==> src/rtl/fan_tach_pkg.sv <==
// Shared types of the fan tach meter.
// Assumes: the edge mode encoding is fixed by the software view.
package fan_tach_pkg;

    typedef enum logic [1:0] {
        EDGE_FALL = 2'b00,
        EDGE_RISE = 2'b01,
        EDGE_BOTH = 2'b10,
        EDGE_RSVD = 2'b11
    } edge_mode_e;

    typedef enum logic [1:0] {
        ST_IDLE,
        ST_SEEK,
        ST_COUNT,
        ST_DONE
    } meas_state_e;

endpackage

==> src/rtl/tach_edge_sync.sv <==
// Two-flop synchroniser for one asynchronous tach line, followed by
// rising/falling edge detection on the synchronised level.
// Assumes: the line is slow compared to clk (at least a few cycles per level).
module tach_edge_sync (
    input  logic clk,
    input  logic rst_n,
    input  logic pin,
    output logic rise,
    output logic fall
);
    logic meta_q, sync_q, last_q;

    // Synchronise the pin and keep the previous synchronised level.
    always_ff @(posedge clk) begin
        if (!rst_n) begin
            meta_q <= 1'b0;
            sync_q <= 1'b0;
            last_q <= 1'b0;
        end else begin
            meta_q <= pin;
            sync_q <= meta_q;
            last_q <= sync_q;
        end
    end

    // Edge flags, valid for one cycle.
    always_comb begin
        rise = sync_q & ~last_q;
        fall = ~sync_q & last_q;
    end
endmodule

==> src/rtl/tach_tick_div.sv <==
// Tach clock divider: produces one tick every 4 << (2*div_code) cycles.
// A restart zeroes the phase, and no tick is produced in the restart cycle.
// Assumes: DCNT_W is wide enough for the largest divisor minus one.
module tach_tick_div #(
    parameter int DIV_W  = 2,
    parameter int DCNT_W = 2 + 2 * ((1 << DIV_W) - 1)
) (
    input  logic             clk,
    input  logic             rst_n,
    input  logic             restart,
    input  logic [DIV_W-1:0] div_code,
    output logic             tick
);
    logic [DCNT_W-1:0] phase_q;
    logic [DCNT_W:0]   last_phase;
    logic              at_end;

    // Last phase value before wrap for the current divider code.
    always_comb begin
        last_phase = ((DCNT_W + 1)'(4) << (2 * div_code)) - (DCNT_W + 1)'(1);
        at_end     = ({1'b0, phase_q} == last_phase);
        tick       = at_end & ~restart;
    end

    // Phase counter, wrapping at the divisor.
    always_ff @(posedge clk) begin
        if (!rst_n || restart || at_end) begin
            phase_q <= '0;
        end else begin
            phase_q <= phase_q + DCNT_W'(1);
        end
    end
endmodule

==> src/rtl/tach_period_ctrl.sv <==
// One-shot period measurement: after a start, waits for a qualifying edge,
// counts ticks until the next qualifying edge with a non-zero count, and
// latches the result. Saturation at all ones also ends the measurement.
// Assumes: qual and tick are single-cycle pulses.
module tach_period_ctrl
    import fan_tach_pkg::*;
#(
    parameter int CNT_W = 20
) (
    input  logic             clk,
    input  logic             rst_n,
    input  logic             start,
    input  logic             qual,
    input  logic             tick,
    output logic             restart,
    output logic             done,
    output logic [CNT_W-1:0] value
);
    localparam logic [CNT_W-1:0] CNT_MAX = {CNT_W{1'b1}};

    meas_state_e      state_q;
    logic [CNT_W-1:0] cnt_q;

    // Divider phase restarts at a start and at the first qualifying edge.
    always_comb restart = start | ((state_q == ST_SEEK) & qual);

    // Measurement state, tick counter and latched result.
    always_ff @(posedge clk) begin
        if (!rst_n) begin
            state_q <= ST_IDLE;
            cnt_q   <= '0;
            value   <= '0;
            done    <= 1'b0;
        end else if (start) begin
            state_q <= ST_SEEK;
            cnt_q   <= '0;
            value   <= '0;
            done    <= 1'b0;
        end else begin
            case (state_q)
                ST_SEEK: begin
                    if (qual) begin
                        state_q <= ST_COUNT;
                        cnt_q   <= '0;
                    end else if (tick) begin
                        cnt_q <= cnt_q + CNT_W'(1);
                        if (cnt_q == CNT_MAX - CNT_W'(1)) begin
                            state_q <= ST_DONE;
                            value   <= CNT_MAX;
                            done    <= 1'b1;
                        end
                    end
                end
                ST_COUNT: begin
                    if (qual && cnt_q != '0) begin
                        state_q <= ST_DONE;
                        value   <= cnt_q;
                        done    <= 1'b1;
                    end else if (tick) begin
                        cnt_q <= cnt_q + CNT_W'(1);
                        if (cnt_q == CNT_MAX - CNT_W'(1)) begin
                            state_q <= ST_DONE;
                            value   <= CNT_MAX;
                            done    <= 1'b1;
                        end
                    end
                end
                default: ;
            endcase
        end
    end
endmodule

==> src/rtl/fan_tach_meter.sv <==
// Top of the fan tach meter: trigger decode, channel selection, per-channel
// synchronisers, slot settings lookup, divider and measurement control.
// Assumes: NSRC slots are addressed by a 3-bit source field; CNT_W <= 31.
module fan_tach_meter
    import fan_tach_pkg::*;
#(
    parameter int NCH   = 16,
    parameter int CNT_W = 20,
    parameter int NSRC  = 8,
    parameter int DIV_W = 2,
    localparam int SRC_W = 3
) (
    input  logic                   clk,
    input  logic                   rst_n,
    input  logic [NCH-1:0]         tach_in,
    input  logic [NCH-1:0]         chan_en,
    input  logic [NCH-1:0]         trigger,
    input  logic [NCH*SRC_W-1:0]   chan_src,
    input  logic [NSRC*2-1:0]      slot_mode,
    input  logic [NSRC*DIV_W-1:0]  slot_div,
    output logic [31:0]            result
);
    localparam int CH_W   = (NCH > 1) ? $clog2(NCH) : 1;
    localparam int DCNT_W = 2 + 2 * ((1 << DIV_W) - 1);

    logic [NCH-1:0]   trig_prev;
    logic             start;
    logic [CH_W-1:0]  pick, chan_q;
    logic [NCH-1:0]   rise_v, fall_v;
    logic [SRC_W-1:0] src;
    edge_mode_e       mode;
    logic [DIV_W-1:0] div_code;
    logic             qual, tick, restart, done;
    logic [CNT_W-1:0] value;

    // Previous trigger word, sampled every cycle (reset-independent by intent).
    always_ff @(posedge clk) trig_prev <= trigger;

    // Start on zero-to-nonzero; lowest set bit picks the channel.
    always_comb begin
        start = (trig_prev == '0) && (trigger != '0);
        pick  = '0;
        for (int i = NCH - 1; i >= 0; i--) begin
            if (trigger[i]) pick = CH_W'(i);
        end
    end

    // Latch the measured channel at each start.
    always_ff @(posedge clk) begin
        if (!rst_n)     chan_q <= '0;
        else if (start) chan_q <= pick;
    end

    generate
        for (genvar g = 0; g < NCH; g++) begin : g_sync
            tach_edge_sync u_sync (
                .clk  (clk),
                .rst_n(rst_n),
                .pin  (tach_in[g]),
                .rise (rise_v[g]),
                .fall (fall_v[g])
            );
        end
    endgenerate

    // Look up the slot settings and form the qualifying edge pulse.
    always_comb begin
        src      = chan_src[chan_q*SRC_W +: SRC_W];
        mode     = edge_mode_e'(slot_mode[src*2 +: 2]);
        div_code = slot_div[src*DIV_W +: DIV_W];
        case (mode)
            EDGE_FALL: qual = fall_v[chan_q];
            EDGE_RISE: qual = rise_v[chan_q];
            EDGE_BOTH: qual = rise_v[chan_q] | fall_v[chan_q];
            default:   qual = 1'b0;
        endcase
        qual = qual & chan_en[chan_q];
    end

    tach_tick_div #(.DIV_W(DIV_W), .DCNT_W(DCNT_W)) u_div (
        .clk     (clk),
        .rst_n   (rst_n),
        .restart (restart),
        .div_code(div_code),
        .tick    (tick)
    );

    tach_period_ctrl #(.CNT_W(CNT_W)) u_ctrl (
        .clk    (clk),
        .rst_n  (rst_n),
        .start  (start),
        .qual   (qual),
        .tick   (tick),
        .restart(restart),
        .done   (done),
        .value  (value)
    );

    // Shared result word.
    always_comb result = {done, {(31 - CNT_W){1'b0}}, value};
endmodule

==> config.mk <==
export PLATFORM = sky130hd
export DESIGN_NAME = fan_tach_meter
export DESIGN_NICKNAME = d
export VERILOG_FILES = /design/src/rtl/fan_tach_pkg.sv /design/src/rtl/tach_edge_sync.sv /design/src/rtl/tach_tick_div.sv /design/src/rtl/tach_period_ctrl.sv /design/src/rtl/fan_tach_meter.sv
export SDC_FILE = /design/constraint.sdc
export NUM_CORES = 1
export LEC_CHECK = 0
export BUFFER_PORTS_ARGS = -buffer_cell sky130_fd_sc_hd__buf_2
export CAP_MARGIN = 10
export CORE_AREA = 2 2 94 141
export DETAILED_ROUTE_END_ITERATION = 6
export DIE_AREA = 0 0 96 143
export GPL_ROUTABILITY_DRIVEN = 1
export PLACE_DENSITY_LB_ADDON = 0.25
export RECOVER_POWER = 50
export SLEW_MARGIN = 20
export SYNTH_ARGS = -nofsm -noshare
export SYNTH_HDL_FRONTEND = slang
export SYNTH_SLANG_ARGS = --single-unit
==> constraint.sdc <==
create_clock -name clk -period 10 [get_ports clk]
set_input_delay 2.5 -clock clk [delete_from_list [all_inputs] [get_ports clk]]
set_output_delay 2.5 -clock clk [all_outputs]
set_load 0.1 [all_outputs]
==> flow_summary.yaml, run 1 <==
clock_network:
  cts_root_buf: "clkbuf_16"
  cts_buffer_depth: 2
  clk_latency_ps: 420
  cts-hold-fix-buffers: 0
  cts_setup_buffers: 0
  cts-resized-gates: 0
  cts_tree: "done"
  clock-sinks: 119
  numCtsBuffers: 17
  htreeDepth: 4
  cts.clk_slew.worst_paths_ps: 50
timing:
  setup_ws_ps: 3867
  max_slew.worst_pin.slew_ps: 1301
  timing.setup.tns_ps: 0
  rsz0062_at_grt: "no"
  min_period_ps: 6133
  slew_violations: 0
  slew_headroom_pct: 13.29
  skew_ps: 7.834
  min_period_over_period_pct: 61.33
  hold_viol_final: 0
  final-setup-viol-count: 0
  fmax_mhz: 163.0
drt:
  avgViaCountPerCell: 5.579
  drc_errors: 0
  drt-initial-drc-count: 324
  drt_wl_total_um: 16000
  drt.antenna.violating_nets: 0
  vias: 5328
  firstDrtPassIters: 5
  wl_per_cell_um: 16.76
critical_path:
  cp-end-kind: "flip-flop"
  reg2reg_slack_ps: 4930
  crit_type: "input port to flip-flop"
  crit_fanout: 14
  critPathLaunchType: "input port"
  r2r-start: "chan_q[0]"
  rr_worst_depth: 15
  arrival_ps: 6470
  r2r-end: "u_ctrl.cnt_q[14]"
  required_ps: 10340
final_layout:
  layout.nets: 923
  final_cell_mix: "128 x buf_2, 118 x dfxtp_1, 74 x nand2_1"
  fin_cells: 955
  drive_above_1_share_pct: 26.44
  layout_commonest_cell: "buf_2"
  syn_to_final_growth_pct: 21.54
logic_synthesis:
  syn_area_um2: 6135
  synth-main-ff-cell: "dfxtp_1"
  yosysWarnings: 0
  yosysSeqAreaShare_pct: 38.83
  synthCells: 648
  synth_cell_types: 69
  synth_edf_count: 0
  synth_seq_cells: 119
  async_reset_ff_share_pct: 0
  avgSynthCellArea_um2: 9.467
global_routing:
  grt_max_degree: 48
  grt_remaining_overflow: 0
  grt_pass1_wl_um: 25150
  antenna_found_initial: 1
  grt_pass1_vias: 5307
  grt_usage_pct: 23.76
hold_path:
  hp-class: "flip-flop to flip-flop"
  hold_start: "g_sync[0].u_sync.meta_q"
  min_to: "g_sync[0].u_sync.sync_q"
  hold_depth: 1
power_and_ir_drop:
  p_seq_share_pct: 40.0
  p_sw_w: 0.0002958
  p_clk_share_pct: 50.9
  vdd_ir_drop_max_uv: 127.3
  p_leak_nw: 3.061
  internal_power_w: 0.0009333
  power_frac_comb_pct: 9.1
  netSwitchingFraction_pct: 24.07
  power_per_cell_area_nw_per_um2: 164.8
die:
  std_cell_rows: 50
  pin_count: 162
  core_um2: 12450
  design.die.area_um2: 13730
  die_x_um: 96
  initial_core_util_pct: 49.28
  die_h_um: 143
placed_design:
  dp_hpwl_um: 11930
  post-place-cells: 923
  port_buffers: 150
  gp_congestion: 0.8552
  post-place-ws_ps: 3527
run:
  max_cap_viol_count: 0
run_status:
  status: "complete, no violations"
routing by layer:
metal / vias up / GRT usage, % / share of wire (%)
met2: 196 / 44.15 / 54
met5: - / 0 / 0
met3: 36 / 6.280 / 6.8
met1: 2513 / 23.07 / 36
li1: 2583 / - / -
met4: 0 / 12.78 / 3.3
sequential cells by signal, summed over array words and instances (netlist names):
signal	count
u_ctrl.cnt_q	20
u_ctrl.value	20
g_sync.u_sync.last_q	16
g_sync.u_sync.meta_q	16
g_sync.u_sync.sync_q	16
trig_prev	16
u_div.phase_q	8
chan_q	4
u_ctrl.state_q	2
u_ctrl.done	1
cells in the mapped netlist, drive strengths merged, types with 3 or more instances:
cell type / number / area share, %
dfxtp: 119 / 39
nand2: 74 / 4.5
nor2: 52 / 3.2
mux2i: 45 / 7.9
and2: 38 / 3.9
buf: 35 / 4.1
inv: 33 / 2.0
a2bb2oi: 22 / 3.2
nor4: 22 / 3.0
a21oi: 21 / 1.7
mux4: 18 / 6.7
nand2b: 15 / 1.5
clkbuf: 12 / 0.73
nand4: 12 / 1.2
nand3: 11 / 0.90
nor3: 8 / 0.65
a211oi: 7 / 0.86
a22oi: 7 / 1.2
a32oi: 7 / 1.0
ha: 7 / 1.4
nor2b: 7 / 0.71
and4: 6 / 0.86
and3: 5 / 0.51
mux2: 5 / 0.98
o32a: 5 / 1.0
o32ai: 5 / 0.71
xor2: 5 / 0.71
a221oi: 4 / 0.57
o21ai: 4 / 0.33
o21bai: 4 / 0.49
o22ai: 4 / 0.51
or2b: 3 / 0.37
critical path: stages:
cell     delay (ps)
buf_2            90
mux4_1          290
mux2i_1         100
mux2i_2         800
mux2i_1         270
a22oi_1         120
nand2_1         170
nand3_1          90
ha_1            300
xor2_1          140
nand3_1         110
nor2b_1         160
nand2_1         120
o32ai_1         670
and4_1          330
mux2i_1         200
power by group through the flow:
stage / Clock, W / Combinational (W) / Sequential [W]
after detailed placement: 0 / 0.000112 / 0.000502
after CTS: 0.000633 / 0.000113 / 0.000492
after floorplan: 0 / 0.0000771 / 0.000500
after global placement: 0 / 0.000109 / 0.000501
final: 0.000625 / 0.000112 / 0.000492
after global routing: 0.000657 / 0.000122 / 0.000493
final cells by class:
| type | count | area (um^2) |
|---|---|---|
| Clock inverter | 13 | 171.4 |
| Inverter | 34 | 127.6 |
| Sequential cell | 119 | 2384 |
| Clock buffer | 18 | 439.2 |
| Fill cell | 1126 | 4994 |
| Antenna cell | 1 | 2.502 |
| Tap cell | 156 | 195.2 |
| Multi-Input combinational cell | 458 | 3368 |
| Timing Repair Buffer | 156 | 768.2 |
logic make-up (layout without fill, tap and decap cells):
| kind of cell | count (synthesis) | count (layout) | synth area share [%] |
|---|---|---|---|
| compound gates | 102 | 102 | 13.58 |
| xor+xnor | 7 | 7 | 0.9994 |
| fa+ha+maj | 7 | 7 | 1.428 |
| buf+inv | 81 | 221 | 6.955 |
| flops | 119 | 119 | 38.83 |
| mux | 68 | 68 | 15.52 |
| other cells | 1 | 12 | 0.06113 |
| simple gates | 263 | 263 | 22.62 |
per-stage QoR:
step / hold slack, ps / power (W) / instance area (um^2) / util, %
floorplan: 411.9 / 0.0005774 / 6172 / -
global placement: 414.8 / 0.0006103 / 6870 / 55.19
detailed placement: 419.6 / 0.0006142 / 6870 / 55.19
CTS: 432.0 / 0.001237 / 7481 / 60.09
global route: 442.9 / 0.001272 / 7456 / 59.89
finish: 428.7 / 0.001229 / 7456 / 59.89
worst max path at each step:
stage,endpoint,start,cells past startpoint
final,u_ctrl.cnt_q[14],chan_src[4],16
after global routing,u_ctrl.cnt_q[14],chan_src[4],16
after CTS,u_ctrl.cnt_q[14],chan_src[36],16
after detailed placement,u_ctrl.cnt_q[14],chan_src[36],16
after global placement,u_ctrl.cnt_q[14],chan_src[36],16
after floorplan,u_ctrl.cnt_q[14],chan_src[39],15
Power figures use the tool's default switching activity.
==> run 2, diff against run 1 <==
--- a/config.mk
+++ b/config.mk
@@ -5,11 +5,12 @@
 export SDC_FILE = /design/constraint.sdc
 export NUM_CORES = 1
 export LEC_CHECK = 0
+export ABC_AREA = 1
 export BUFFER_PORTS_ARGS = -buffer_cell sky130_fd_sc_hd__buf_2
 export CAP_MARGIN = 10
-export CORE_AREA = 2 2 94 141
+export CORE_AREA = 2 2 97 146
 export DETAILED_ROUTE_END_ITERATION = 6
-export DIE_AREA = 0 0 96 143
+export DIE_AREA = 0 0 99 148
 export GPL_ROUTABILITY_DRIVEN = 1
 export PLACE_DENSITY_LB_ADDON = 0.25
 export RECOVER_POWER = 50
==> constraint.sdc (replaced) <==
create_clock -name clk -period 5.2 [get_ports clk]
set_input_delay 1.3 -clock clk [delete_from_list [all_inputs] [get_ports clk]]
set_output_delay 1.3 -clock clk [all_outputs]
set_load 0.1 [all_outputs]
==> flow_summary.yaml, run 2 <==
final_layout:
  layout_commonest_cell: "nand2_1"
  drive_above_1_share_pct: 19.19
  layout.nets: 1213
  syn_to_final_growth_pct: 21.29
  top_regs: "u_ctrl.cnt_q x20, u_ctrl.value x20"
  final_cell_mix: "225 x nand2_1, 166 x inv_1, 130 x buf_2"
  antennaDiodeCount: 0
logic_synthesis:
  synthCells: 940
  synth-main-ff-cell: "dfxtp_1"
  synth_seq_cells: 119
  synth_area_leader_cell: "dfxtp_1"
  yosysWarnings: 0
  async_reset_ff_share_pct: 0
  yosys-top-cells-area: "dfxtp_1 38%, nand2_1 13%, inv_1 9.8%"
  netlist.area_leader.share_pct: 37.60
  avgSynthCellArea_um2: 6.741
  synth_cell_types: 44
  syn_area_um2: 6336
  synth.most_common_cell: "nand2_1"
  synthTopCellsByCount: "225 x nand2_1, 166 x inv_1, 122 x nand3_1"
  yosysSeqAreaShare_pct: 37.60
  synth_edf_count: 0
drt:
  avgViaCountPerCell: 4.815
  wl_per_cell_um: 12.04
  drt-initial-drc-count: 233
  drc_errors: 0
  drt_wl_total_um: 15060
  vias: 6024
  firstDrtPassIters: 4
  drt.antenna.violating_nets: 0
global_routing:
  grt_pass1_vias: 5640
  grt_max_degree: 50
  grt_usage_pct: 20.75
  grt_pass1_wl_um: 25140
  grt_remaining_overflow: 0
  antenna_found_initial: 0
clock_network:
  clock-sinks: 119
  cts-resized-gates: 0
  clk_latency_ps: 400
  cts-hold-fix-buffers: 0
  htreeDepth: 4
  cts_setup_buffers: 0
  cts_buffer_depth: 2
  cts_root_buf: "clkbuf_16"
  numCtsBuffers: 17
  cts_tree: "done"
  cts.clk_slew.worst_paths_ps: 50
die:
  design.die.area_um2: 14650
  die_h_um: 148
  core_um2: 13340
  pin_count: 162
  initial_core_util_pct: 47.50
  std_cell_rows: 52
  die_x_um: 99
critical_path:
  arrival_ps: 4570
  cp-end-kind: "flip-flop"
  crit_fanout: 21
  crit_type: "input port to flip-flop"
  required_ps: 5530
  critPathLaunchType: "input port"
placed_design:
  dp_hpwl_um: 10930
  port_buffers: 150
  gp_congestion: 0.8590
power_and_ir_drop:
  p_leak_nw: 3.811
  fin_total_pwr_w: 0.002432
  vdd_ir_drop_max_uv: 250.5
  power_per_cell_area_nw_per_um2: 316.5
timing:
  timing.setup.tns_ps: 0
  min_period_ps: 4244
  slew_violations: 50
  max_slew.worst_pin.slew_ps: 1991
  final-setup-viol-count: 0
  skew_ps: 7.980
  rsz0062_at_grt: "no"
  hold_viol_final: 0
  min_period_over_period_pct: 81.62
  slew_headroom_pct: -32.72
  fmax_mhz: 235.6
  whs_ps: 410.4
run_status:
  violations: "capacitance limit, slew limit"
  status: "complete, but fails checks"
run:
  max_cap_viol_count: 1
hold_path:
  hp-class: "flip-flop to flip-flop"
## run 2: power breakdown
group / total, W / leakage (nW) / switching (W) / internal (W)
clock: 0.00129 / 0.322 / 0.000399 / 0.000887
sequential: 0.000946 / 0.973 / 0.00000938 / 0.000936
combinational: 0.000201 / 2.52 / 0.000125 / 0.0000759
total: 0.00243 / 3.81 / 0.000533 / 0.00190
## run 2: layout make-up
class | instances | area [um^2]
Inverter | 170 | 638.1
Timing Repair Buffer | 155 | 759.5
Fill cell | 1314 | 5653
Sequential cell | 119 | 2382
Multi-Input combinational cell | 613 | 3038
Clock inverter | 12 | 197.7
Tap cell | 162 | 202.7
Clock buffer | 20 | 466.7
## run 2: cell families after synthesis
logic type / share of synthesized area [%]
adder cells (fa/ha/maj): 1.382
flip-flops: 37.60
other: 0.05918
buffers and inverters: 15.05
AND/OR/NAND/NOR: 34.42
AO/OA/AOI/OAI: 10.80
XOR/XNOR: 0.6913
## run 2: final timing paths
kind | start | end | slack [ps] | cells past startpoint
min reg2reg | g_sync[0].u_sync.meta_q | g_sync[0].u_sync.sync_q | 410 | 2
min | g_sync[0].u_sync.meta_q | g_sync[0].u_sync.sync_q | 410 | 2
max reg2reg | chan_q[2] | u_ctrl.value[0] | 980 | 20
max | chan_src[0] | u_ctrl.value[0] | 960 | 23
## run 2: worst max-delay path, cell delays in order
cell and delay [ps]:
buf_2 80, inv_1 30, nand2_1 50, nand3_1 100, nand3_2 120, nand3_4 180, nand2_4 210, nand2_1 70
nand3_1 90, nand3_1 80, nand2_1 130, nand2_1 70, ha_1 300, xnor2_1 130, a211oi_1 160, nand2_1 90
nor2_2 170, nand3_4 120, nor2_8 280, nand2_2 100, nand2_1 90, nand2_2 360, a21oi_2 250
## run 2: per-stage QoR
step           area, um^2  cells  setup WS, ps  util, %
3_5_place_dp         7049   1219         555.3    52.85
6_report             7685   1251         955.8    57.62
2_1_floorplan        6374    950          1364        -
5_1_grt              7685   1251         492.7    57.62
4_1_cts              7714   1251         912.6    57.83
3_3_place_gp         7049   1219         639.3    52.85
## run 2: layer usage
layer	share of wire, %	vias up	GRT usage (%)
li1	-	3224	-
met1	43	2638	24.17
met2	50	142	36.76
met3	4.8	20	4.444
met4	2.0	0	8.082
met5	0	-	0
